$ cat config.mk
export PLATFORM = sky130hd
export DESIGN_NAME = ret_stack
export DESIGN_NICKNAME = d
export VERILOG_FILES = /design/src/rtl/ret_stack_pkg.sv /design/src/rtl/ret_stack_ctl.sv /design/src/rtl/ret_stack_ptr.sv /design/src/rtl/ret_stack_mem.sv /design/src/rtl/ret_stack.sv
export SDC_FILE = /design/constraint.sdc
export NUM_CORES = 1
export LEC_CHECK = 0
export ABC_CLOCK_PERIOD_IN_PS = 6800
export BUFFER_PORTS_ARGS = -buffer_cell sky130_fd_sc_hd__buf_2
export CAP_MARGIN = 10
export CORE_MARGIN = 1
export CORE_UTILIZATION = 45
export DETAILED_ROUTE_END_ITERATION = 7
export GPL_ROUTABILITY_DRIVEN = 0
export PLACE_DENSITY = 0.66
export SLEW_MARGIN = 0
export SYNTH_ARGS = -nofsm -noshare
export SYNTH_HDL_FRONTEND = slang
export SYNTH_SLANG_ARGS = --single-unit
$ cat constraint.sdc
create_clock -name clk -period 6.8 [get_ports clk]
set_input_delay 1.36 -clock clk [delete_from_list [all_inputs] [get_ports clk]]
set_output_delay 1.36 -clock clk [all_outputs]
set_load 0.02 [all_outputs]
$ cat src/rtl/ret_stack_pkg.sv
package ret_stack_pkg;
  typedef enum logic [1:0] {
    STK_IDLE = 2'd0,
    STK_PUSH = 2'd1,
    STK_POP  = 2'd2
  } stk_op_e;
endpackage

$ cat src/rtl/ret_stack_ctl.sv
module ret_stack_ctl
  import ret_stack_pkg::*;
(
  input  logic    push_en,
  input  logic    pop_en,
  output stk_op_e op,
  output logic    wr_en
);
  // push wins over a simultaneous pop
  always_comb begin
    if (push_en)     op = STK_PUSH;
    else if (pop_en) op = STK_POP;
    else             op = STK_IDLE;
  end
  assign wr_en = (op == STK_PUSH);
endmodule

$ cat src/rtl/ret_stack_ptr.sv
module ret_stack_ptr
  import ret_stack_pkg::*;
#(
  parameter int DEPTH = 8,
  localparam int PW = (DEPTH > 1) ? $clog2(DEPTH) : 1
) (
  input  logic          clk,
  input  logic          rst,
  input  stk_op_e       op,
  output logic [PW-1:0] ptr_q,
  output logic [PW-1:0] below
);
  localparam logic [PW-1:0] LAST = PW'(DEPTH - 1);
  logic [PW-1:0] inc, dec;

  generate
    if ((DEPTH & (DEPTH - 1)) == 0) begin : g_pow2
      // natural wrap of the counter gives modulo DEPTH
      assign inc = ptr_q + 1'b1;
      assign dec = ptr_q - 1'b1;
    end else begin : g_mod
      assign inc = (ptr_q == LAST) ? '0 : ptr_q + 1'b1;
      assign dec = (ptr_q == '0) ? LAST : ptr_q - 1'b1;
    end
  endgenerate

  assign below = dec;

  always_ff @(posedge clk) begin
    if (rst) begin
      ptr_q <= '0;
    end else begin
      case (op)
        STK_PUSH: ptr_q <= inc;
        STK_POP:  ptr_q <= dec;
        default:  ptr_q <= ptr_q;
      endcase
    end
  end
endmodule

$ cat src/rtl/ret_stack_mem.sv
module ret_stack_mem #(
  parameter int DEPTH = 8,
  parameter int WIDTH = 13,
  localparam int PW = (DEPTH > 1) ? $clog2(DEPTH) : 1
) (
  input  logic             clk,
  input  logic             wr_en,
  input  logic [PW-1:0]    wr_idx,
  input  logic [WIDTH-1:0] wr_data,
  input  logic [PW-1:0]    rd_idx,
  output logic [WIDTH-1:0] rd_data
);
  // no reset, asynchronous read: maps onto distributed RAM
  logic [WIDTH-1:0] mem [DEPTH];

  always_ff @(posedge clk) begin
    if (wr_en) mem[wr_idx] <= wr_data;
  end

  assign rd_data = mem[rd_idx];
endmodule

$ cat src/rtl/ret_stack.sv
module ret_stack
  import ret_stack_pkg::*;
#(
  parameter int DEPTH = 8,
  parameter int WIDTH = 13
) (
  input  logic             clk,
  input  logic             rst,
  input  logic             push_en,
  input  logic [WIDTH-1:0] push_addr,
  input  logic             pop_en,
  output logic [WIDTH-1:0] top_addr
);
  localparam int PW = (DEPTH > 1) ? $clog2(DEPTH) : 1;

  stk_op_e       op;
  logic          wr_en;
  logic [PW-1:0] ptr_q;
  logic [PW-1:0] below;

  ret_stack_ctl u_ctl (
    .push_en (push_en),
    .pop_en  (pop_en),
    .op      (op),
    .wr_en   (wr_en)
  );

  ret_stack_ptr #(.DEPTH(DEPTH)) u_ptr (
    .clk   (clk),
    .rst   (rst),
    .op    (op),
    .ptr_q (ptr_q),
    .below (below)
  );

  ret_stack_mem #(.DEPTH(DEPTH), .WIDTH(WIDTH)) u_mem (
    .clk     (clk),
    .wr_en   (wr_en),
    .wr_idx  (ptr_q),
    .wr_data (push_addr),
    .rd_idx  (below),
    .rd_data (top_addr)
  );
endmodule

; ---- Word level (Yosys, flattened, before mapping)
; Memory sizes are Yosys's and may differ from the RTL's.
; Index checks and enable logic that the tools add are counted.
[totals]
ff_bits = 3
latch_bits = 0
mem_bits_rw = 104
mem_bits_ro = 0
in_bits = 17
out_inout_bits = 13
elab_cells = 12
memories = 1
[op_classes]
add_sub_neg = 2
n_mul = 0
div = 0
order_cmp = 0
eq_ne = 2
shifts = 0
n_mux = 5
bitwise = 0
reduce_logical = 1
[mem_list]
columns = name, depth, width, rd, rd_ports_with_merged_regs, write_ports, line_no
row1 = u_mem.mem, 8, 13, 1, 0, 1, ret_stack_mem.sv:14  ; logic [WIDTH-1:0] mem [DEPTH];
[ops]
columns = op, n
row1 = 3-bit case mux with 2 select lines, 1
row2 = 2-bit two-way mux, 2
row3 = "3-bit by 1-bit adder with 3-bit output, second input constant", 1
row4 = "3-bit by 1-bit subtractor with 3-bit output, second input constant", 1
row5 = "2-bit by 1-bit == test with 1-bit output, second input constant", 1
row6 = "2-bit == test, second input constant", 1
row7 = 1-bit two-way mux, 2
row8 = 2-bit nonzero test, 1

; ---- Logic depth before layout (Yosys ltp)
[depth]
depth_word = 5
ltp_mapped = 9
mapped_depth_nobuf = 5

; ---- By module
; Synthesis repeated with hierarchy kept, for this count alone.
[hier_totals]
cells_unflattened = 186
hier_area_um2 = 4252.8
[modules_own_cells]
columns = mod, n_inst, cells_per_inst, area_per_inst_um2, seq_area_each_um2
row1 = ret_stack_mem, 1, 163, 4055.1, 3123.0
row2 = ret_stack_ptr, 1, 20, 180.2, 60.1
row3 = ret_stack_ctl, 1, 3, 17.5, 0.0

; ---- Worst setup path after synthesis
; Ideal clock, no wire load.
[synth_timing]
kind = reg2out
start = register u_ptr.ptr_q[0]
end = output top_addr[2]
arrival_ns = 2.066
required_ns = 5.440
slack_ns = 3.374
path_stages_with_launch = 10
path_buffers = 4
cell_sequence = dfxtp_1 -> inv_1 -> clkbuf_1 -> buf_2 -> ha_1 -> buf_2 -> buf_2 -> mux2i_1 -> nand3_1 -> and4_1
[synth_between]
elab_chain_len = 2
[synth_rtl]
columns = item, line_no
row1 = from (decl), ret_stack_ptr.sv:10  ; output logic [PW-1:0] ptr_q,
row2 = from (signal assigned), ret_stack_ptr.sv:34  ; STK_PUSH: ptr_q <= inc;
row3 = from (signal assigned), ret_stack_ptr.sv:36  ; default: ptr_q <= ptr_q;
row4 = 3-bit by 1-bit subtractor with 3-bit output, ret_stack_ptr.sv:20  ; assign dec = ptr_q - 1'b1;
row5 = memory read 8 x 13 bit, -
row6 = to (decl), ret_stack.sv:12  ; output logic [WIDTH-1:0] top_addr
; Every way passes these cells.

; ---- Final worst setup path
[layout_timing]
start = register u_ptr.ptr_q[0]
end = output top_addr[4]
; The elaborated chain is that of the path after synthesis.

==> out/metrics.cfg <==
[setup_path]
crit_fanout=32
slowest_stage=ha_2
rr_worst_depth=6
critical_path_required_ns=5.44
r2r_end=u_mem.mem[4][3]$_DFFE_PP_
path_cells=buf_4, inv_1, ha_2, buf_4, mux2i_1, nand3_1, and4_1, buf_2
r2r-start=u_ptr.ptr_q[0]$_SDFFE_PP0P_
startpoint_type=flip-flop
cpPeakStageDelay_ns=0.85
cp_common_cell=buf_4
path_class=reg2out
regToRegSetupSlack_ns=4.55
critPathArrivalTime_ns=3.31
end_kind=primary output

[timing]
max_slew_margin_pct=42.8
rsz0062_at_grt=false
tightest_slew_ns=0.856
holdWs_ns=0.589
max_freq_ghz=0.214
setup_violations=0
skew_ns=0.00914
finalCriticalPeriod_ns=4.67
setup_tns_ns=0
setup_ws_ns=2.13
drv_slew=0
hold_viol_final=0
fin_crit_sh_pct=68.7

[synthesis]
ys_warn_count=0
avgSynthCellArea_um2=16.0
syn_area_um2=4350
syn_nets=290
ys_seq_elements=107
syn_inst=271
ys_seq_area_share_pct=73.2
synthArstFlopShare_pct=0
synthFlopType=edfxtp_1
synth_cell_types=22
synth-edff-count=104

[die]
dieArea_um2=10100
num_rows=35
die_y_um=100
start_util_pct=46.8
io_pins=30
core_area_um2=9280
die_width_um=100

[global_routing]
antenna_found_initial=0
grt_max_degree=33
grt.total_usage_pct=17.9
gr-total-overflow=0
grt_pass1_wl_mm=13.0
grt_pass1_vias=2441

[flow_run]
maxCapViolCount=0

[placed_design]
pre_cts_ws_ns=2.47
hpwlAfterDp_mm=4.97
port_buffers=29

[power]
peakVddDrop_v=0.000126
powerDensity_nw_per_um2=297
power_leakage_uw=0.00165

[drt]
drt_iter0_markers=112
via_per_inst=5.48
wirelength_mm=8.12
drt_first_pass_iters=4
drc=0
wl_per_cell_um=18.5
num_vias=2407
ant_nets=0

[final_layout]
nets=325
syn_to_final_growth_pct=12.2
antenna_cells=0
drive_gt1_share_pct=18.7

[clock_tree]
clock-root-buffer=clkbuf_8
clk_latency_ns=0.35
cts_tree=done
cts_setup_buffers=0
clk_pin_slew_ns=0.09
cts.path.max_buffers=2
cts_repair_resize_count=0
hold_buffers=0
cts.htree.levels=3
clock_sinks=107
cts_made_buffers=9

[worst_hold_path]
min_to=u_ptr.ptr_q[1]$_SDFFE_PP0P_
hold_path_depth=2
worstHoldStart=u_ptr.ptr_q[1]$_SDFFE_PP0P_
min_path_type=reg2reg

[run_status]
outcome=finished clean

## cell usage after synthesis, types with 2 or more instances
cell type,instances,share of area (%)
edfxtp_1,104,72
mux2i_1,52,12
nand3_1,52,6.0
and4_1,13,2.6
buf_2,11,1.3
nor2_1,9,0.78
clkbuf_1,5,0.43
nand2_1,5,0.43
dfxtp_1,3,1.4
nor3_1,3,0.35
ha_1,2,0.58
inv_1,2,0.17
## cell families after synthesis
logic type	Yosys count	synth area share, %
fa+ha+maj	2	0.576
simple gates	86	10.9
buf+inv	19	2.04
compound gates	2	0.374
flops	107	73.2
xor+xnor	3	0.950
mux	52	12.0
## worst max-delay path by stage
stage	startpoint	to	slack, ns	cells after the start
2_1_floorplan	u_ptr.ptr_q[0]$_SDFFE_PP0P_	top_addr[2]	3.37	9
3_3_place_gp	u_ptr.ptr_q[0]$_SDFFE_PP0P_	top_addr[8]	2.55	8
3_5_place_dp	u_ptr.ptr_q[0]$_SDFFE_PP0P_	top_addr[6]	2.47	8
4_1_cts	u_ptr.ptr_q[0]$_SDFFE_PP0P_	top_addr[6]	2.08	8
5_1_grt	u_ptr.ptr_q[0]$_SDFFE_PP0P_	top_addr[4]	1.90	8
6_report	u_ptr.ptr_q[0]$_SDFFE_PP0P_	top_addr[4]	2.13	8
## per-stage QoR
step                utilization [%]  instances  total power (uW)  cell area [um2]
floorplan                         -        271               978             4350
CTS                            52.5        439              1460             4880
global route                   52.5        439              1510             4880
global placement               50.4        424              1060             4680
detailed placement             50.4        424              1070             4680
finish                         52.5        439              1450             4880
## layer usage
layer | track usage (%) | vias up | part of all wire (%)
li1 | - | 1116 | -
met1 | 23.7 | 1218 | 44
met2 | 29.3 | 62 | 50
met3 | 3.62 | 11 | 4.6
met4 | 6.47 | 0 | 1.5
met5 | 0 | - | 0
## worst max-delay path, delay by kind of cell (launching register included)
| family | cells | cell delay [ns] |
|---|---|---|
| buffers and inverters | 4 | 1.17 |
| adder cells (fa/ha/maj) | 1 | 0.85 |
| multiplexers | 1 | 0.25 |
| AND/OR/NAND/NOR | 2 | 0.33 |
| flip-flops | 1 | 0.32 |
## layout make-up
cell class	instances	area, um2
Fill cell	800	4410
Tap cell	129	161
Timing Repair Buffer	41	235
Multi-Input combinational cell	145	1090
Inverter	2	7.51
Sequential cell	107	3180
Clock inverter	3	63.8
Clock buffer	12	135
## sequential cells by signal, indices dropped and copies added (netlist names)
register     count
u_mem.mem      104
u_ptr.ptr_q      3
## layout by cell type (no fill, tap or decap), types with 2 or more instances in the layout
| cell | count |
|---|---|
| nor3_2 | 2 |
| edfxtp_1 | 104 |
| nand3_1 | 52 |
| nand2_1 | 5 |
| dfxtp_1 | 3 |
| mux2i_1 | 52 |
| nor2_1 | 8 |
| inv_1 | 2 |
| buf_4 | 12 |
| clkbuf_8 | 9 |
| bufinv_16 | 2 |
| buf_2 | 29 |
| and4_1 | 13 |
| clkbuf_1 | 3 |
## where the power goes
| group | total, uW | switching [uW] | internal, uW |
|---|---|---|---|
| Combinational | 292 | 182 | 110 |
| Clock | 402 | 196 | 205 |
| Sequential | 755 | 7.43 | 748 |
| Total | 1450 | 386 | 1060 |
Note: power is estimated with default switching activity, not from simulation.
